File: src/rtl/stx_pkg.sv
package stx_pkg;

  // Strobes from control to datapath, valid for one clock.
  typedef struct packed {
    logic capCfg;     // sample configuration inputs
    logic shiftOut;   // put the next frame bit on the line
    logic loadData;   // build a frame from the holding register
    logic loadFill;   // build a frame from the sync character
    logic goIdle;     // drive the line high
    logic markEmpty;  // boundary reached with nothing held
  } txStrobe_t;

endpackage

File: src/rtl/stx_dp.sv
module stx_dp
  import stx_pkg::*;
#(
  parameter int DATA_W   = 8,
  parameter int MIN_BITS = 5,
  parameter int LEN_W    = 2,
  parameter int FRAME_W  = 12,
  parameter int CNT_W    = 4
) (
  input  logic              clk,
  input  logic              rstN,
  input  logic              wrEn,
  input  logic [DATA_W-1:0] wrData,
  input  logic              cfgSync,
  input  logic [LEN_W-1:0]  cfgLen,
  input  logic              cfgParEn,
  input  logic              cfgParOdd,
  input  logic              cfgTwoStop,
  input  logic [DATA_W-1:0] cfgSyncChar,
  input  txStrobe_t         strb,
  output logic              txd,
  output logic              holdFull,
  output logic              txEmpty,
  output logic              cfgSyncQ,
  output logic [CNT_W-1:0]  frameLen
);

  // Captured configuration
  logic [LEN_W-1:0]  cfgLenQ;
  logic              cfgParEnQ, cfgParOddQ, cfgTwoStopQ;
  logic [DATA_W-1:0] cfgSyncCharQ;

  always_ff @(posedge clk) begin
    if (!rstN) begin
      cfgSyncQ     <= 1'b0;
      cfgLenQ      <= '1;
      cfgParEnQ    <= 1'b0;
      cfgParOddQ   <= 1'b0;
      cfgTwoStopQ  <= 1'b0;
      cfgSyncCharQ <= '0;
    end else if (strb.capCfg) begin
      cfgSyncQ     <= cfgSync;
      cfgLenQ      <= cfgLen;
      cfgParEnQ    <= cfgParEn;
      cfgParOddQ   <= cfgParOdd;
      cfgTwoStopQ  <= cfgTwoStop;
      cfgSyncCharQ <= cfgSyncChar;
    end
  end

  // Holding register and CPU-side flags
  logic [DATA_W-1:0] holdReg;
  logic              accept;

  assign accept = wrEn && !holdFull;

  always_ff @(posedge clk) begin
    if (!rstN) begin
      holdReg  <= '0;
      holdFull <= 1'b0;
      txEmpty  <= 1'b1;
    end else begin
      if (accept) begin
        holdReg  <= wrData;
        holdFull <= 1'b1;
      end else if (strb.loadData) begin
        holdFull <= 1'b0;
      end
      if (accept) txEmpty <= 1'b0;
      else if (strb.markEmpty) txEmpty <= 1'b1;
    end
  end

  // Frame builder: bit 0 is sent first
  logic [FRAME_W-1:0] frame;
  logic [CNT_W-1:0]   pos, nBits;
  logic [DATA_W-1:0]  src, masked;
  logic               parBit;

  always_comb begin
    frame  = '1;
    pos    = '0;
    masked = '0;
    nBits  = CNT_W'(MIN_BITS) + CNT_W'(cfgLenQ);
    src    = strb.loadData ? holdReg : cfgSyncCharQ;
    if (!cfgSyncQ) begin
      frame[0] = 1'b0;
      pos      = CNT_W'(1);
    end
    for (int i = 0; i < DATA_W; i++) begin
      if (CNT_W'(i) < nBits) begin
        frame[pos + CNT_W'(i)] = src[i];
        masked[i]              = src[i];
      end
    end
    pos    = pos + nBits;
    parBit = (^masked) ^ cfgParOddQ;
    if (cfgParEnQ) begin
      frame[pos] = parBit;
      pos        = pos + CNT_W'(1);
    end
    if (!cfgSyncQ) pos = pos + (cfgTwoStopQ ? CNT_W'(2) : CNT_W'(1));
    frameLen = pos;
  end

  // Output shifter
  logic [FRAME_W-1:0] shiftQ;

  always_ff @(posedge clk) begin
    if (!rstN) begin
      shiftQ <= '1;
      txd    <= 1'b1;
    end else if (strb.loadData || strb.loadFill) begin
      txd    <= frame[0];
      shiftQ <= {1'b1, frame[FRAME_W-1:1]};
    end else if (strb.shiftOut) begin
      txd    <= shiftQ[0];
      shiftQ <= {1'b1, shiftQ[FRAME_W-1:1]};
    end else if (strb.goIdle) begin
      txd    <= 1'b1;
    end
  end


  hold_keep_chk: assert property (@(posedge clk) disable iff (!rstN)
    (holdFull && !strb.loadData) |=> (holdFull && $stable(holdReg)));


  idle_high_chk: assert property (@(posedge clk) disable iff (!rstN)
    strb.goIdle |=> txd);


  empty_rise_chk: assert property (@(posedge clk) disable iff (!rstN)
    $rose(txEmpty) |-> !holdFull);

endmodule

File: src/rtl/stx_ctrl.sv
module stx_ctrl
  import stx_pkg::*;
#(
  parameter int CNT_W = 4
) (
  input  logic             clk,
  input  logic             rstN,
  input  logic             bitTick,
  input  logic             ctsN,
  input  logic             holdFull,
  input  logic             cfgSyncQ,
  input  logic [CNT_W-1:0] frameLen,
  output txStrobe_t        strb
);

  logic [CNT_W-1:0] bitsLeft;
  logic             syncRun;
  logic             lineFree, atEdge;

  assign lineFree = (bitsLeft == '0);
  assign atEdge   = bitTick && lineFree;

  always_comb begin
    strb          = '0;
    strb.shiftOut = bitTick && !lineFree;
    if (atEdge) begin
      strb.markEmpty = !holdFull;
      if (ctsN) begin
        strb.goIdle = 1'b1;
      end else if (!cfgSyncQ) begin
        if (holdFull) strb.loadData = 1'b1;
        else          strb.goIdle   = 1'b1;
      end else if (syncRun && holdFull) begin
        strb.loadData = 1'b1;
      end else begin
        strb.loadFill = 1'b1;
      end
    end
    strb.capCfg = lineFree && !syncRun && !strb.loadData && !strb.loadFill;
  end

  always_ff @(posedge clk) begin
    if (!rstN) begin
      bitsLeft <= '0;
      syncRun  <= 1'b0;
    end else begin
      if (strb.loadData || strb.loadFill) begin
        bitsLeft <= frameLen - CNT_W'(1);
        syncRun  <= cfgSyncQ;
      end else if (strb.shiftOut) begin
        bitsLeft <= bitsLeft - CNT_W'(1);
      end
      if (strb.goIdle) syncRun <= 1'b0;
    end
  end


  take_full_chk: assert property (@(posedge clk) disable iff (!rstN)
    strb.loadData |-> holdFull);


  cts_gate_chk: assert property (@(posedge clk) disable iff (!rstN)
    (strb.loadData || strb.loadFill) |-> !ctsN);


  one_action_chk: assert property (@(posedge clk) disable iff (!rstN)
    $onehot0({strb.loadData, strb.loadFill, strb.goIdle, strb.shiftOut}));


  sync_lead_chk: assert property (@(posedge clk) disable iff (!rstN)
    (strb.loadData && cfgSyncQ) |-> syncRun);

endmodule

File: src/rtl/stx_top.sv
module stx_top
  import stx_pkg::*;
#(
  parameter  int DATA_W   = 8,
  parameter  int MIN_BITS = 5,
  localparam int LEN_W    = $clog2(DATA_W - MIN_BITS + 1),
  localparam int FRAME_W  = DATA_W + 4,
  localparam int CNT_W    = $clog2(FRAME_W + 1)
) (
  input  logic              clk,
  input  logic              rstN,
  input  logic              wrEn,
  input  logic [DATA_W-1:0] wrData,
  input  logic              cfgSync,
  input  logic [LEN_W-1:0]  cfgLen,
  input  logic              cfgParEn,
  input  logic              cfgParOdd,
  input  logic              cfgTwoStop,
  input  logic [DATA_W-1:0] cfgSyncChar,
  input  logic              ctsN,
  input  logic              bitTick,
  output logic              txd,
  output logic              txRdy,
  output logic              txEmpty
);

  txStrobe_t        strb;
  logic             holdFull, cfgSyncQ;
  logic [CNT_W-1:0] frameLen;

  stx_ctrl #(.CNT_W(CNT_W)) u_ctrl (
    .clk(clk), .rstN(rstN), .bitTick(bitTick), .ctsN(ctsN),
    .holdFull(holdFull), .cfgSyncQ(cfgSyncQ), .frameLen(frameLen),
    .strb(strb)
  );

  stx_dp #(
    .DATA_W(DATA_W), .MIN_BITS(MIN_BITS), .LEN_W(LEN_W),
    .FRAME_W(FRAME_W), .CNT_W(CNT_W)
  ) u_dp (
    .clk(clk), .rstN(rstN), .wrEn(wrEn), .wrData(wrData),
    .cfgSync(cfgSync), .cfgLen(cfgLen), .cfgParEn(cfgParEn),
    .cfgParOdd(cfgParOdd), .cfgTwoStop(cfgTwoStop),
    .cfgSyncChar(cfgSyncChar), .strb(strb), .txd(txd),
    .holdFull(holdFull), .txEmpty(txEmpty), .cfgSyncQ(cfgSyncQ),
    .frameLen(frameLen)
  );

  assign txRdy = !holdFull;

endmodule

File: config.mk
export PLATFORM = sky130hd
export DESIGN_NAME = stx_top
export DESIGN_NICKNAME = d
export VERILOG_FILES = /design/src/rtl/stx_pkg.sv /design/src/rtl/stx_dp.sv /design/src/rtl/stx_ctrl.sv /design/src/rtl/stx_top.sv
export SDC_FILE = /design/constraint.sdc
export NUM_CORES = 1
export LEC_CHECK = 0
export CELL_PAD_IN_SITES_DETAIL_PLACEMENT = 1
export CELL_PAD_IN_SITES_GLOBAL_PLACEMENT = 2
export CORE_ASPECT_RATIO = 1.5
export CORE_MARGIN = 3
export CORE_UTILIZATION = 33
export CTS_CLUSTER_DIAMETER = 120
export DETAILED_ROUTE_END_ITERATION = 16
export PLACE_DENSITY_LB_ADDON = 0.08
export RECOVER_POWER = 50
export SYNTH_ARGS = -nofsm -noshare
export SYNTH_HDL_FRONTEND = slang
export SYNTH_SLANG_ARGS = --single-unit
File: constraint.sdc
create_clock -name clk -period 5.2 [get_ports clk]
set_input_delay 0.52 -clock clk [delete_from_list [all_inputs] [get_ports clk]]
set_output_delay 0.52 -clock clk [all_outputs]
set_load 0.02 [all_outputs]
# Yosys cells after proc, flatten, opt, wreduce, memory -nomap -nowiden
# Index checks and enable logic that the tools add are counted.
dict set report op_classes {
  add_sub_neg 13
  multipliers 0
  n_div 0
  order_cmp 26
  eq_ne 0
  shifts 0
  muxes 71
  n_bitwise 2
  n_reduce_logical 29
}
# operator n
set ops {}
lappend ops {{bitwise mux 12 bit} 9}
lappend ops {{two-way mux 12 bit} 9}
lappend ops {{less-than comparator 4 x 5 -> 1 bit (second input constant)} 8}
lappend ops {{demux 1 bit (select 4 bit)} 9}
lappend ops {{two-way mux 1 bit} 34}
lappend ops {{greater-or-equal comparator 4 x 1 -> 1 bit (second input constant)} 8}
lappend ops {{two-way mux 11 bit} 2}
lappend ops {{two-way mux 4 bit} 5}
lappend ops {{adder 1 x 3 -> 4 bit (second input constant)} 4}
lappend ops {{logical AND 1 bit} 16}
lappend ops {{less-than comparator 3 x 4 -> 1 bit (first input constant)} 4}
lappend ops {{less-than comparator 1 x 4 -> 1 bit (first input constant)} 2}
lappend ops {{less-than comparator 2 x 4 -> 1 bit (first input constant)} 2}
lappend ops {{two-way mux 8 bit} 1}
lappend ops {{XOR reduction 8 bit} 1}
lappend ops {{subtractor 4 x 1 -> 4 bit (second input constant)} 2}
lappend ops {{adder 1 x 2 -> 3 bit (second input constant)} 2}
lappend ops {{nonzero test 2 bit} 3}
lappend ops {{logical NOT 1 bit} 5}
lappend ops {{less-than comparator 1 x 5 -> 1 bit (second input constant)} 1}
lappend ops {{adder 1 x 4 -> 4 bit} 1}
lappend ops {{adder 3 x 2 -> 4 bit (first input constant)} 1}
lappend ops {{adder 4 x 1 -> 4 bit (second input constant)} 1}
lappend ops {{adder 4 bit} 1}
lappend ops {{other kinds (9)} 10}
dict set report totals {
  reg_bits 41
  latch_bits 0
  ram_bits 0
  rom_bits 0
  inputBits 27
  output_inout_bits 3
  elab_cells 154
  n_memories 0
}

# Longest topological paths before layout
dict set report logic_depth {
  ltp_word 25
  ltp_mapped 19
  ltp_nobuf 17
}

# Cells and area by module
# Synthesis repeated with hierarchy kept, for this count alone.
dict set report hier_totals {
  hier_cells 297
  area_unflattened_um2 2586.2
}
# module n_inst cells_per_inst area_per_inst_um2 seq_area_each_um2
set modules_own_cells {}
lappend modules_own_cells {stx_dp 1 251 2197.1 720.7}
lappend modules_own_cells {stx_ctrl 1 45 385.4 100.1}
lappend modules_own_cells {stx_top 1 1 3.8 0.0}

# Least setup slack after synthesis
# No wires, ideal clock.
dict set report synth_timing {
  path_type {register to register}
  startpoint {register u_dp.cfgSyncQ}
  endpoint {register u_ctrl.bitsLeft[3]}
  setup_ps 120
  t_arrival_ps 3528
  t_required_ps 5080
  slack_ps 1552
  stages_incl_launch_ff 18
  n_path_buf 2
  synth_period_minus_slack_ps 3648
  cell_sequence {dfxtp_1 buf_2 buf_2 clkinv_1 ha_1 inv_1 fa_1 inv_1 ha_1 nand2b_1 nand2_1 fa_1 nor2_1 a31oi_1 a21oi_1 nor4b_1 a21boi_0 o31a_1}
}
dict set report synth_between {
  elab_chain_len 8
  elab_cells_between_ends 14
  cone_classes {add/sub (4); mux (8); reduce/logical (2)}
}
# item line
set synth_rtl {}
lappend synth_rtl {{start: declaration} stx_dp.sv:24} ;# output logic cfgSyncQ,
lappend synth_rtl {{start signal: assignment} stx_dp.sv:42} ;# cfgSyncQ <= cfgSync;
lappend synth_rtl {{two-way mux 1 bit} stx_dp.sv:86} ;# if (!cfgSyncQ) begin
lappend synth_rtl {{adder 1 x 4 -> 4 bit} stx_dp.sv:96} ;# pos = pos + nBits;
lappend synth_rtl {{adder 4 x 1 -> 4 bit} stx_dp.sv:100} ;# pos = pos + CNT_W'(1);
lappend synth_rtl {{two-way mux 4 bit} stx_dp.sv:98} ;# if (cfgParEnQ) begin
lappend synth_rtl {{adder 4 bit} stx_dp.sv:102} ;# if (!cfgSyncQ) pos = pos + (cfgTwoStopQ ? CNT_W'(2) : CNT_W'(1));
lappend synth_rtl {{two-way mux 4 bit} stx_dp.sv:102}
lappend synth_rtl {{subtractor 4 x 1 -> 4 bit} stx_ctrl.sv:48} ;# bitsLeft <= frameLen - CNT_W'(1);
lappend synth_rtl {{two-way mux 4 bit} stx_ctrl.sv:47} ;# if (strb.loadData || strb.loadFill) begin
lappend synth_rtl {{end signal: assignment} stx_ctrl.sv:48}
lappend synth_rtl {{end signal: assignment} stx_ctrl.sv:51} ;# bitsLeft <= bitsLeft - CNT_W'(1);
lappend synth_rtl {{end: declaration} stx_ctrl.sv:16} ;# logic [CNT_W-1:0] bitsLeft;
# Several ways; a longest one is shown, not always the timed one.
# A chain may end at the register's enable or synchronous reset.

# Worst setup path after layout
dict set report layout_timing {
  startpoint {register u_dp.cfgLenQ[0]}
  endpoint {register u_ctrl.bitsLeft[3]}
}
dict set report layout_between {
  elab_chain_len 8
}
# item line
set layout_rtl {}
lappend layout_rtl {{start: declaration} stx_dp.sv:29} ;# logic [LEN_W-1:0] cfgLenQ;
lappend layout_rtl {{start signal: assignment} stx_dp.sv:43} ;# cfgLenQ <= cfgLen;
lappend layout_rtl {{adder 3 x 2 -> 4 bit *} stx_dp.sv:84} ;# nBits = CNT_W'(MIN_BITS) + CNT_W'(cfgLenQ);
lappend layout_rtl {{adder 1 x 4 -> 4 bit *} stx_dp.sv:96}
lappend layout_rtl {{adder 4 x 1 -> 4 bit} stx_dp.sv:100}
lappend layout_rtl {{two-way mux 4 bit *} stx_dp.sv:98}
lappend layout_rtl {{adder 4 bit} stx_dp.sv:102}
lappend layout_rtl {{two-way mux 4 bit *} stx_dp.sv:102}
lappend layout_rtl {{subtractor 4 x 1 -> 4 bit *} stx_ctrl.sv:48}
lappend layout_rtl {{two-way mux 4 bit *} stx_ctrl.sv:47}
# Mark *: on every way between the ends. The rest lies on a longest branch, timed or not.

==> results.cfg <==
[clock_tree]
numCtsBuffers = 5
cts.sinks = 41
post_cts_buffers = 0
clk-insertion-delay-late_ns = 0.30
clkSlewWorstSetupHoldPaths_ns = 0.08
cts_hold_buf = 0
cts.repair.resized = 0
h-tree-depth = 2
cts_tree = built
clockRootBuffer = clkbuf_8
clockBufferDepth = 2

[detailed_routing]
ant_nets = 0
drc = 0
dr.pass1.iters = 4
drt_iter0_drc = 103
drt_wl_total_mm = 7.20
via_count = 2309
routed_via_density = 5.19
wire_per_inst_um = 16.2

[synth]
ys_ff_latch = 41
post-synth-top-count-cell = nand2_1
synth.distinct_cells = 48
ys_async_sr_fraction = 0
synth-seq-area-share = 0.319
syn_nets = 363
avgSynthCellArea_um2 = 7.96
synth_warnings = 0
synth_edf_count = 0
synth_top_area_share = 0.319
synth_top_area_cell = dfxtp_1
synth_cells = 323
syn_area_mm2 = 0.00257
synth_area_leaders = dfxtp_1 32%, mux2i_1 8.2%, nand2_1 7.9%
synthTopCellsByCount = 54 x nand2_1, 41 x dfxtp_1, 32 x nor2_1
synth_ff_type = dfxtp_1

[flow_run]
cap_viol_max_count = 1

[worst_setup_path]
crit_path_max_fanout = 6
crit_type = flip-flop to flip-flop
ff2ff_path_depth = 15
critPathLaunchType = flip-flop
crit_path_start = u_dp.cfgLenQ[0]
arrival_ns = 3.92
critPathRequiredTime_ns = 5.40
r2r_slack_ns = 1.48
r2r_start = u_dp.cfgLenQ[0]
end_kind = flip-flop
reg2reg_to = u_ctrl.bitsLeft[3]

[floorplanning]
die_y_um = 114
core_area_mm2 = 0.00742
io_pins = 30
dieArea_mm2 = 0.00890
start_util = 0.346
die_w_um = 78.1
rows = 38

[final_layout]
multi_input_comb_area_mm2 = 0.00159
area_growth_syn_to_layout_pct = 16.6
drive_gt1_frac = 0.0319
regArea_um2 = 821
fillCellCount = 936
n_antenna_cell = 0
nNetsFinal = 384

[sta]
finalCritPeriodShare = 0.715
maxSlewViolCount = 12
min_period_ns = 3.72
relSlewSlack = -0.153
setup_viol = 0
finalHoldViolations = 0
fin_ws_ns = 1.48
tightest_slew_ns = 1.73
finClkSkew_ns = 0.00771
rsz0062_at_grt = no
max_freq_mhz = 269
setup-tns-final_ns = 0

[placed_design]
io_buffers = 29
dp_hpwl_mm = 5.52
dp_slack_ns = 1.45
place_congestion = 0.732

[pwr]
p_leak_uw = 0.00126
power.density_mw_per_mm2 = 596
ir_drop_v = 0.000290

[grt]
grtUsageMet2 = 0.338
met1_usage = 0.205
grt_pass1_wl_mm = 12.6
grtUsageMet3 = 0.0291
first_global_vias = 2503
grt.overflow.total = 0
antenna_found_initial = 0
busiest_layer = met2
grt_max_degree = 21
grtUsageTotal = 0.181

[worst_hold_path]
worstHoldStart = u_dp.holdReg[3]
hp-class = flip-flop to flip-flop
min_delay_path_depth = 2
min_to = u_dp.holdReg[3]

[status]
status = finished, violations left
violations = capacitance limit, slew limit
## worst max path at each step
stage | end | cells after the start
2_1_floorplan | u_ctrl.bitsLeft[3] | 17
3_3_place_gp | u_ctrl.bitsLeft[3] | 15
3_5_place_dp | u_ctrl.bitsLeft[3] | 15
4_1_cts | u_ctrl.bitsLeft[3] | 15
5_1_grt | u_ctrl.bitsLeft[3] | 15
6_report | u_ctrl.bitsLeft[3] | 15
## kinds of logic (layout without fill, tap and decap cells)
group / after synthesis / after routing / synth area share
DFF: 41 / 41 / 0.319
muxes: 21 / 21 / 0.0818
xor gates and xnor gates: 13 / 13 / 0.0560
and+or+nand+nor: 134 / 134 / 0.252
adders and majority gates: 13 / 13 / 0.0691
buffers and inverters: 35 / 57 / 0.0545
AOI/OAI and AO/OA: 66 / 66 / 0.167
## worst max-delay path, stage by stage (launching register included)
cell and delay (ns):
dfxtp_1 0.32, inv_1 0.17, ha_1 0.18, inv_1 0.05
fa_1 0.59, inv_1 0.09, ha_1 0.27, nand2b_1 0.11
nand2_1 0.10, fa_1 0.51, nor2_1 0.04, a31oi_1 0.22
a21oi_1 0.10, nor4b_1 0.39, a21boi_0 0.16, o31a_1 0.31
## cell type report
type / count / area share
clock buffers: 8 / 0.0267
inverters: 15 / 0.0188
multi-input cells: 247 / 0.532
flip-flops and latches: 41 / 0.274
well taps: 100 / 0.0418
repair buffers: 34 / 0.107
## metal layers
| metal | part of all wire | vias up |
|---|---|---|
| li1 | - | 1161 |
| met1 | 0.43 | 1113 |
| met2 | 0.54 | 28 |
| met3 | 0.020 | 7 |
| met4 | 0.018 | 0 |
| met5 | 0 | - |
## sequential cells by signal (all words and copies together), names as in the netlist, 2 cells and up
signal             flops
u_ctrl.bitsLeft        4
u_dp.holdReg           8
u_dp.cfgLenQ           2
u_dp.cfgSyncCharQ      8
u_dp.shiftQ           11
## layout by cell type, fill, tap and decap left out, types with 9 or more instances in the layout
cell type and n:
ha_1 11, nor2_1 32, clkdlybuf4s50_1 23, mux2i_1 21, nand3_1 10, nand2_1 54
a21oi_1 25, inv_1 14, dfxtp_1 41, o21ai_0 9, nor2b_1 10
## metrics by stage
| stage | hold WS (ns) | instance area, µm² | power [µW] | instances | utilization |
|---|---|---|---|---|---|
| finish | 0.491 | 3000 | 1790 | 445 | 0.404 |
| global route | 0.512 | 3000 | 1980 | 445 | 0.404 |
| CTS | 0.488 | 3020 | 1820 | 445 | 0.408 |
| detailed placement | 0.476 | 2940 | 1600 | 437 | 0.397 |
| global placement | 0.467 | 2940 | 1580 | 437 | 0.397 |
| floorplan | 0.440 | 2570 | 1330 | 323 | - |
## power breakdown
group          total [µW]  switching (µW)  internal (µW)  leakage [µW]
sequential            468            71.5            397      0.000338
combinational        1110             639            469      0.000883
clock                 209             114           95.6     0.0000395
total                1790             824            961       0.00126
(Power assumes the default switching activity.)
